`src/rtl/kwdt_pkg.sv`:
```
package kwdt_pkg;
  localparam int unsigned CNT_W   = 16;
  localparam int unsigned PRE_W   = 12;
  localparam int unsigned SEL_W   = 3;
  localparam int unsigned BYTE_W  = 8;
  localparam int unsigned BUS_W   = 32;

  localparam logic [15:0] CNT_KEY = 16'h5A5A;
  localparam logic [23:0] CTL_KEY = 24'hA5A5A5;

  localparam int unsigned OFF_CNT  = 0;
  localparam int unsigned OFF_CTLA = 4;
  localparam int unsigned OFF_CTLB = 8;

  localparam int unsigned BIT_EN   = 7;
  localparam int unsigned BIT_BUSY = 5;
  localparam int unsigned BIT_OVF  = 4;

  function automatic logic [PRE_W-1:0] div_mask(input logic [SEL_W-1:0] sel);
    logic [PRE_W-1:0] m;
    case (sel)
      3'd0:    m = 12'd0;
      3'd1:    m = 12'd3;
      3'd2:    m = 12'd15;
      3'd3:    m = 12'd31;
      3'd4:    m = 12'd63;
      3'd5:    m = 12'd127;
      3'd6:    m = 12'd1023;
      default: m = 12'd4095;
    endcase
    return m;
  endfunction
endpackage

```
`src/rtl/kwdt_keygate.sv`:
```
module kwdt_keygate
  import kwdt_pkg::*;
#(
  parameter int unsigned ADDR_W = 4
) (
  input  logic              wr_en,
  input  logic [ADDR_W-1:0] addr,
  input  logic [BUS_W-1:0]  wdata,
  output logic              wr_cnt,
  output logic              wr_ctla,
  output logic              wr_ctlb,
  output logic [CNT_W-1:0]  cnt_val,
  output logic [BYTE_W-1:0] ctl_val
);
  logic cnt_key_ok;
  logic ctl_key_ok;

  always_comb begin
    cnt_key_ok = (wdata[BUS_W-1:CNT_W] == CNT_KEY);
    ctl_key_ok = (wdata[BUS_W-1:BYTE_W] == CTL_KEY);
    wr_cnt  = wr_en && cnt_key_ok && (addr == ADDR_W'(OFF_CNT));
    wr_ctla = wr_en && ctl_key_ok && (addr == ADDR_W'(OFF_CTLA));
    wr_ctlb = wr_en && ctl_key_ok && (addr == ADDR_W'(OFF_CTLB));
    cnt_val = wdata[CNT_W-1:0];
    ctl_val = wdata[BYTE_W-1:0];
  end
endmodule

```
`src/rtl/kwdt_prescaler.sv`:
```
module kwdt_prescaler
  import kwdt_pkg::*;
(
  input  logic             clk,
  input  logic             rst_n,
  input  logic             run,
  input  logic             restart,
  input  logic [SEL_W-1:0] sel,
  output logic             tick
);
  logic [PRE_W-1:0] pre_q;
  logic [PRE_W-1:0] pre_d;
  logic [PRE_W-1:0] mask;

  always_comb begin
    mask  = div_mask(sel);
    tick  = run && ((pre_q & mask) == mask);
    pre_d = pre_q;
    if (!run || restart) begin
      pre_d = '0;
    end else begin
      pre_d = pre_q + PRE_W'(1);
    end
  end

  always_ff @(posedge clk or negedge rst_n) begin
    if (!rst_n) begin
      pre_q <= '0;
    end else begin
      pre_q <= pre_d;
    end
  end
endmodule

```
`src/rtl/kwdt_counter.sv`:
```
module kwdt_counter
  import kwdt_pkg::*;
(
  input  logic             clk,
  input  logic             rst_n,
  input  logic             load,
  input  logic [CNT_W-1:0] load_val,
  input  logic             tick,
  output logic [CNT_W-1:0] cnt_q,
  output logic             wrap
);
  logic [CNT_W-1:0] cnt_d;
  logic             cnt_en;

  always_comb begin
    wrap   = tick && !load && (cnt_q == {CNT_W{1'b1}});
    cnt_en = load || tick;
    cnt_d  = load ? load_val : (cnt_q + CNT_W'(1));
  end

  always_ff @(posedge clk or negedge rst_n) begin
    if (!rst_n) begin
      cnt_q <= '0;
    end else if (cnt_en) begin
      cnt_q <= cnt_d;
    end
  end
endmodule

```
`src/rtl/kwdt_busy.sv`:
```
module kwdt_busy #(
  parameter int unsigned HOLD = 3
) (
  input  logic clk,
  input  logic rst_n,
  input  logic start,
  output logic busy
);
  localparam int unsigned HW = $clog2(HOLD + 1);
  logic [HW-1:0] left_q;
  logic [HW-1:0] left_d;

  always_comb begin
    left_d = left_q;
    if (start) begin
      left_d = HW'(HOLD);
    end else if (left_q != '0) begin
      left_d = left_q - HW'(1);
    end
    busy = (left_q != '0);
  end

  always_ff @(posedge clk or negedge rst_n) begin
    if (!rst_n) begin
      left_q <= '0;
    end else begin
      left_q <= left_d;
    end
  end
endmodule

```
`src/rtl/kwdt_top.sv`:
```
module kwdt_top
  import kwdt_pkg::*;
#(
  parameter int unsigned ADDR_W    = 4,
  parameter int unsigned BUSY_HOLD = 3
) (
  input  logic              clk,
  input  logic              rst_n,
  input  logic [ADDR_W-1:0] bus_addr,
  input  logic              bus_wr_en,
  input  logic [BUS_W-1:0]  bus_wdata,
  output logic [BUS_W-1:0]  bus_rdata,
  output logic              wdt_rst_o
);
  logic              wr_cnt, wr_ctla, wr_ctlb, acc_wr;
  logic [CNT_W-1:0]  cnt_val, cnt_q;
  logic [BYTE_W-1:0] ctl_val;
  logic              tick, wrap, busy;

  logic              en_q, en_d;
  logic [SEL_W-1:0]  sel_q, sel_d;
  logic              ovf_q, ovf_d;
  logic [BYTE_W-1:0] ctlb_q, ctlb_d;
  logic              pulse_q;
  logic [BYTE_W-1:0] ctla_rd;

  kwdt_keygate #(.ADDR_W(ADDR_W)) keygate_i (
    .wr_en(bus_wr_en), .addr(bus_addr), .wdata(bus_wdata),
    .wr_cnt(wr_cnt), .wr_ctla(wr_ctla), .wr_ctlb(wr_ctlb),
    .cnt_val(cnt_val), .ctl_val(ctl_val)
  );

  kwdt_prescaler prescaler_i (
    .clk(clk), .rst_n(rst_n), .run(en_q), .restart(wr_cnt),
    .sel(sel_q), .tick(tick)
  );

  kwdt_counter counter_i (
    .clk(clk), .rst_n(rst_n), .load(wr_cnt), .load_val(cnt_val),
    .tick(tick), .cnt_q(cnt_q), .wrap(wrap)
  );

  assign acc_wr = wr_cnt || wr_ctla || wr_ctlb;

  kwdt_busy #(.HOLD(BUSY_HOLD)) busy_i (
    .clk(clk), .rst_n(rst_n), .start(acc_wr), .busy(busy)
  );

  always_comb begin
    en_d   = en_q;
    sel_d  = sel_q;
    ctlb_d = ctlb_q;
    ovf_d  = ovf_q;
    if (wr_ctla) begin
      en_d  = ctl_val[BIT_EN];
      sel_d = ctl_val[SEL_W-1:0];
      if (!ctl_val[BIT_OVF]) begin
        ovf_d = 1'b0;
      end
    end
    if (wrap) begin
      ovf_d = 1'b1;
    end
    if (wr_ctlb) begin
      ctlb_d = ctl_val;
    end
  end

  always_ff @(posedge clk or negedge rst_n) begin
    if (!rst_n) begin
      en_q    <= 1'b0;
      sel_q   <= '0;
      ovf_q   <= 1'b0;
      ctlb_q  <= '0;
      pulse_q <= 1'b0;
    end else begin
      en_q    <= en_d;
      sel_q   <= sel_d;
      ovf_q   <= ovf_d;
      ctlb_q  <= ctlb_d;
      pulse_q <= wrap;
    end
  end

  always_comb begin
    ctla_rd                = '0;
    ctla_rd[BIT_EN]        = en_q;
    ctla_rd[BIT_BUSY]      = busy;
    ctla_rd[BIT_OVF]       = ovf_q;
    ctla_rd[SEL_W-1:0]     = sel_q;
    bus_rdata = '0;
    if (bus_addr == ADDR_W'(OFF_CNT)) begin
      bus_rdata = BUS_W'(cnt_q);
    end else if (bus_addr == ADDR_W'(OFF_CTLA)) begin
      bus_rdata = BUS_W'(ctla_rd);
    end else if (bus_addr == ADDR_W'(OFF_CTLB)) begin
      bus_rdata = BUS_W'(ctlb_q);
    end
  end

  assign wdt_rst_o = pulse_q;
endmodule

```
`config.mk`:
```
export PLATFORM = sky130hd
export DESIGN_NAME = kwdt_top
export DESIGN_NICKNAME = d
export VERILOG_FILES = /design/src/rtl/kwdt_pkg.sv /design/src/rtl/kwdt_keygate.sv /design/src/rtl/kwdt_prescaler.sv /design/src/rtl/kwdt_counter.sv /design/src/rtl/kwdt_busy.sv /design/src/rtl/kwdt_top.sv
export SDC_FILE = /design/constraint.sdc
export NUM_CORES = 1
export LEC_CHECK = 0
export ABC_AREA = 1
export BUFFER_PORTS_ARGS = -buffer_cell sky130_fd_sc_hd__buf_2
export CELL_PAD_IN_SITES_DETAIL_PLACEMENT = 1
export CELL_PAD_IN_SITES_GLOBAL_PLACEMENT = 1
export CORE_MARGIN = 1.5
export CORE_UTILIZATION = 41
export CTS_CLUSTER_DIAMETER = 150
export DETAILED_ROUTE_END_ITERATION = 16
export PLACE_DENSITY_LB_ADDON = 0.1
export SKIP_CTS_REPAIR_TIMING = 1
export SYNTH_ARGS = -nofsm -noshare
export SYNTH_HDL_FRONTEND = slang
export SYNTH_SLANG_ARGS = --single-unit
```
`constraint.sdc`:
```
create_clock -name clk -period 3.43 [get_ports clk]
set_input_delay 0.343 -clock clk [delete_from_list [all_inputs] [get_ports clk]]
set_output_delay 0.343 -clock clk [all_outputs]
set_load 0.02 [all_outputs]
```
==> results of run 1 <==
worst max-delay path: stages:
cell	delay, ns
buf_2	0.11
nor2_2	0.20
nand3_1	0.40
o211ai_1	0.34
buf_2	0.21
state kept, by name, summed over array words and instances, names as in the netlist:
name               count
counter_i.cnt_q       16
prescaler_i.pre_q     12
ctlb_q                 8
sel_q                  3
busy_i.left_q          2
en_q                   1
ovf_q                  1
wdt_rst_o              1
cell type report:
cell class              instances  area [um^2]
fillers                      1005         3750
multi-input cells             326         1630
clock inverters                 2         38.8
clock buffers                   6         82.6
repair buffers                 56          283
well taps                      99          124
flip-flops and latches         44         1100
inverters                      64          243
per-layer routing:
metal  global-route usage  routed length [um]  share of wire  up-vias
met4               0.0476                  75         0.0085        0
li1                     -                   -              -     1485
met5                    0                   0              0        -
met1                0.312                4140           0.47     1430
met3               0.0381                 380          0.043        7
met2                0.391                4190           0.48       66
worst paths after layout:
| kind | startpoint | to | slack, ns | cells past startpoint |
|---|---|---|---|---|
| worst max-delay path | bus_addr[1] | bus_rdata[2] | 1.48 | 5 |
| worst min-delay path | rst_n | prescaler_i.pre_q[9] | 0.21 | 1 |
| worst max register to register | sel_q[1] | ovf_q | 1.66 | 7 |
| worst min register to register | prescaler_i.pre_q[0] | prescaler_i.pre_q[0] | 0.47 | 1 |
| max in group asynchronous | rst_n | busy_i.left_q[1] | 2.58 | 1 |
| min in group clk | bus_wdata[8] | counter_i.cnt_q[8] | 0.26 | 3 |
cells by family after synthesis:
group,after synthesis,synth area share
AOI/OAI and AO/OA,18,0.0381
buffers and inverters,87,0.134
xor gates and xnor gates,14,0.0397
DFF,44,0.357
and+or+nand+nor,275,0.418
other,1,0.00121
adders and majority gates,3,0.0122
layout by cell type, fill, tap and decap left out, types with 2 or more instances in the layout:
cell type	netlist	layout
nor3_1	9	9
nor2_1	62	62
ha_1	3	3
clkbuf_8	0	6
o21ai_0	4	4
nor2_8	2	2
nand3_4	2	2
dfrtp_1	44	44
nand3_1	47	47
o221ai_1	4	4
conb_1	1	16
o211ai_1	2	2
nand4_1	20	20
a21oi_1	5	5
nor3b_1	2	2
nand2_1	118	118
buf_2	2	55
inv_1	62	62
nor2_2	3	3
xor2_1	13	13
nand2_2	2	2
power by group:
group          switching (mW)  total (mW)  internal, mW
registers             0.00675       0.539         0.532
clock network           0.209       0.448         0.239
logic                   0.101       0.156        0.0554
==> results_dict.tcl, run 1 <==
set metrics [dict create \
    ys_warn_count 0 \
    rsz0062_at_grt "no" \
    synth_ff_type "dfrtp_1" \
    status "finished clean" \
    finalHoldViolations 0 \
    synth_area_leaders "dfrtp_1, nand2_1, nand3_1" \
    clk-insertion-delay-late_ns 0.31 \
    max_freq_ghz 0.513 \
    critPathRequiredTime_ns 3.09 \
    synth_top_area_cell "dfrtp_1" \
    finalPower_mw 1.14 \
    async_reset_ff_frac 1.00 \
    holdWs_ns 0.212 \
    dp_cells 589 \
    relSlewSlack 0.309 \
    leakagePower_nw 1.89 \
    core.rowCount 31 \
    num_vias 2988 \
    grtUsageTotal 0.231 \
    clk_path_buf_depth 2 \
    period_share 0.568 \
    dp_hpwl_mm 6.72 \
    pre_cts_ws_ns 1.34 \
    die_area_mm2 0.00806 \
    antenna_found_initial 0 \
    place_congestion 0.806 \
    postLayoutCoreUtil 0.483 \
    setup_ws_ns 1.48 \
    syn-cell-area_mm2 0.00309 \
    initial_utilization 0.426 \
    tightest_slew_ns 1.04 \
    diodes 0 \
    fin_nets 539 \
    design.core.area_mm2 0.00725 \
    power_density_mw_per_mm2 326 \
    vdd_drop_max_v 0.000200 \
    drive_gt1_frac 0.163 \
    yosys-top-cells-count "nand2_1, inv_1, nor2_1, nand3_1, dfrtp_1" \
    maxSlewViolCount 0 \
    detail_route.wirelength_mm 8.79 \
    grt_overflow 0 \
    fin_skew_ns 0.00761 \
    cp.arrival_ns 1.61 \
    cts_max_level 2 \
    critical_path_class "in -> out" \
    setup_viol 0 \
    fin_tns_setup_ns 0 \
    grt_first_pass_wirelength_mm 15.0 \
    drc 0 \
    synth-seq-cells 44 \
    fin_cells 597 \
    fp.dieW_um 89.8 \
    clock_sinks 44 \
    synth.avg_cell_area_um2 6.99 \
    syn2layout_area_growth_pct 13.4 \
    ant_nets 0 \
    cts_buffers 5 \
    cts_root_buf "clkbuf_8" \
    placed_cell_area_mm2 0.00338 \
    synth_most_common_cell "nand2_1" \
    ys_types 37 \
    cts_tree "done" \
    grt_max_degree 45 \
    vias_per_cell 5.01 \
    io_pins 72 \
    avgRoutedWirePerCell_um 14.7 \
    startpoint_type "primary input" \
    worst-path-max-fanout 9 \
    drv_cap 0 \
    seq_area_frac_synth 0.357 \
    io_buffers 55 \
    path_clk_slew_ns 0.10 \
    synth_edf_count 0 \
    drt_pre_antenna_iters 4 \
    postLayoutCellArea_mm2 0.00350 \
    hp-class "in -> async" \
    yosysTopAreaCellShare 0.357 \
    crit_path_end_kind "output port" \
    synth_cells 442 \
    period_needed_ns 1.95 \
    drt-initial-drc-count 120 \
    grt_pass1_vias 3043 \
    die_h_um 89.8 \
]
No activity file was read; power rests on OpenSTA's default activity.
==> run 2, diff against run 1 <==
--- a/config.mk
+++ b/config.mk
@@ -5,12 +5,12 @@
 export SDC_FILE = /design/constraint.sdc
 export NUM_CORES = 1
 export LEC_CHECK = 0
-export ABC_AREA = 1
+export ABC_AREA = 0
 export BUFFER_PORTS_ARGS = -buffer_cell sky130_fd_sc_hd__buf_2
 export CELL_PAD_IN_SITES_DETAIL_PLACEMENT = 1
 export CELL_PAD_IN_SITES_GLOBAL_PLACEMENT = 1
 export CORE_MARGIN = 1.5
-export CORE_UTILIZATION = 41
+export CORE_UTILIZATION = 39
 export CTS_CLUSTER_DIAMETER = 150
 export DETAILED_ROUTE_END_ITERATION = 16
 export PLACE_DENSITY_LB_ADDON = 0.1
==> constraint.sdc (replaced) <==
create_clock -name clk -period 2 [get_ports clk]
set_input_delay 0.2 -clock clk [delete_from_list [all_inputs] [get_ports clk]]
set_output_delay 0.2 -clock clk [all_outputs]
set_load 0.02 [all_outputs]
==> run 2 against run 1 <==
Compared with the run above: the flow now finishes with violations (hold timing); register-to-register slack got worse by 1.5 ns; largest power group unchanged; wire length decreased by 22%; die area decreased by 7.2%; critical path depth increased by 1; synthesized area decreased by 12%; largest cell class unchanged.
==> results_dict.tcl, run 2 <==
set metrics [dict create \
    seq_area_frac_synth 0.405 \
    avgRoutedWirePerCell_um 15.4 \
    path_buf_inv 1 \
    io_buffers 55 \
    cp.arrival_ns 2.04 \
    core.rowCount 30 \
    vias_per_cell 5.15 \
    ys_types 43 \
    cts_tree "done" \
    synth_cells 299 \
    synth.avg_cell_area_um2 9.09 \
    syn-cell-area_mm2 0.00272 \
    design.core.area_mm2 0.00676 \
    cts_buffers 5 \
    fillers 836 \
    cts_root_buf "clkbuf_8" \
    hp-class "in -> async" \
    yosys-top-cells-count "nor2_1, dfrtp_1, a21oi_1, xnor2_1, buf_4" \
    diodes 0 \
    antenna_found_initial 0 \
    period_needed_ns 1.80 \
    status "finished, violations left" \
    seqPwrFrac 0.525 \
    p_sw_frac 0.282 \
    yosysTopAreaCellShare 0.405 \
    postLayoutCellArea_mm2 0.00323 \
    multi_input_area_mm2 0.00149 \
    die_area_mm2 0.00748 \
    dp_hpwl_mm 5.21 \
    worst-path-max-fanout 17 \
    fin_skew_ns 0.0137 \
    grt_pass1_vias 2435 \
    clk-insertion-delay-late_ns 0.31 \
    tightest_slew_ns 0.587 \
    async_reset_ff_frac 1.00 \
    critical_path_class "reg -> reg" \
    largestRegisters "counter_i.cnt_q: 16 flops, prescaler_i.pre_q: 12 flops, ctlb_q: 8 flops" \
    path_cells "inv_1 -> o31ai_2 -> o21ai_4 -> or3b_1 -> xor2_1 -> a21oi_1" \
    critPathRequiredTime_ns 2.24 \
    vdd_drop_max_v 0.000409 \
    die_h_um 86.5 \
    power_density_mw_per_mm2 546 \
    finalHoldViolations 27 \
    fin_nets 408 \
    crit_slowest_cell "or3b_1" \
    placed_cell_area_mm2 0.00311 \
    mostFrequentLayoutCells "buf_2, nor2_1, dfrtp_1, a21oi_1, xnor2_1" \
    ant_nets 0 \
    startpoint_type "register" \
    synth-seq-cells 44 \
    relSlewSlack 0.609 \
    p_int_mw 1.26 \
    leakagePower_nw 1.56 \
    clk_path_buf_depth 2 \
    io_pins 72 \
    rsz0062_at_grt "no" \
    drive_gt1_frac 0.283 \
    clockPowerShare 0.325 \
    drt_pre_antenna_iters 4 \
    crit_path_end_kind "register" \
    critPathTopFamily "compound AO/OA/AOI/OAI gates" \
    synth_edf_count 0 \
    synth_most_common_cell "nor2_1" \
    period_share 0.901 \
    drt-initial-drc-count 62 \
    regArea_mm2 0.00110 \
    drv_cap 0 \
    fin_tns_setup_ns 0 \
    synth_area_leaders "dfrtp_1, nor2_1, xnor2_1" \
    maxSlewViolCount 0 \
    grtUsageTotal 0.201 \
    syn2layout_area_growth_pct 18.6 \
    drc 0 \
    setup_viol 0 \
    cts_max_level 2 \
    p_comb_frac 0.150 \
    detail_route.wirelength_mm 6.89 \
    clock_sinks 44 \
    regToRegSetupSlack_ns 0.20 \
    place_congestion 0.779 \
    fp.dieW_um 86.5 \
    initial_utilization 0.402 \
    num_vias 2302 \
    max_freq_ghz 0.555 \
    top_register "counter_i.cnt_q" \
    ys_warn_count 0 \
    grt_overflow 0 \
    largest_reg_flops 16 \
    p_switching_uw 497 \
    layout_commonest_cell "buf_2" \
    violations "hold timing" \
    max_stage_delay_ns 0.43 \
    grt_first_pass_wirelength_mm 11.8 \
    path_clk_slew_ns 0.09 \
    grt_max_degree 45 \
    synth_ff_type "dfrtp_1" \
    synth_top_area_cell "dfrtp_1" \
    holdWs_ns -0.0139 \
]
## run 2: final timing paths
path / start / end / cells after the start
worst min-delay path: rst_n / counter_i.cnt_q[6] / 2
worst max-delay path: prescaler_i.pre_q[5] / counter_i.cnt_q[6] / 6
min in group clk: bus_wdata[3] / ctlb_q[3] / 2
max in group asynchronous: rst_n / prescaler_i.pre_q[11] / 2
worst max register to register: prescaler_i.pre_q[5] / counter_i.cnt_q[6] / 6
worst min register to register: ovf_q / ovf_q / 1
## run 2: cell type report
type                    instances  share of cell area
multi-input cells             237               0.460
flip-flops and latches         44               0.341
repair buffers                 73               0.135
well taps                      80              0.0310
clock buffers                   7              0.0237
inverters                       5             0.00582
clock inverters                 1             0.00272
## run 2: routing by layer
metal / GRT usage / up-vias / routed length [um]
met1: 0.263 / 1121 / 3290
met2: 0.352 / 38 / 3360
met4: 0.0440 / 0 / 57
li1: - / 1138 / -
met3: 0.0305 / 5 / 185
met5: 0 / - / 0
## run 2: metrics by stage
step / power (mW) / std cells / setup WS [ns] / utilization
floorplan: 1.12 / 314 / 0.292 / -
global placement: 1.20 / 439 / 0.0438 / 0.461
detailed placement: 1.21 / 439 / 0.0132 / 0.461
CTS: 1.79 / 447 / 0.00992 / 0.473
global route: 1.84 / 447 / 0.0346 / 0.477
finish: 1.76 / 447 / 0.197 / 0.477
## run 2: power by group through the flow
stage               Clock (mW)  Sequential (mW)  Combinational (mW)
floorplan                    0            0.940               0.182
global placement             0            0.940               0.259
detailed placement           0            0.943               0.270
CTS                      0.590            0.925               0.271
global route             0.615            0.927               0.300
finish                   0.571            0.925               0.264
## run 2: kinds of logic after synthesis
| kind of cell | Yosys count | synth area share |
|---|---|---|
| AOI/OAI and AO/OA | 34 | 0.0727 |
| adders and majority gates | 3 | 0.0138 |
| muxes | 19 | 0.0755 |
| DFF | 44 | 0.405 |
| and+or+nand+nor | 139 | 0.268 |
| xor gates and xnor gates | 26 | 0.0838 |
| buffers and inverters | 33 | 0.0801 |
| other | 1 | 0.00138 |
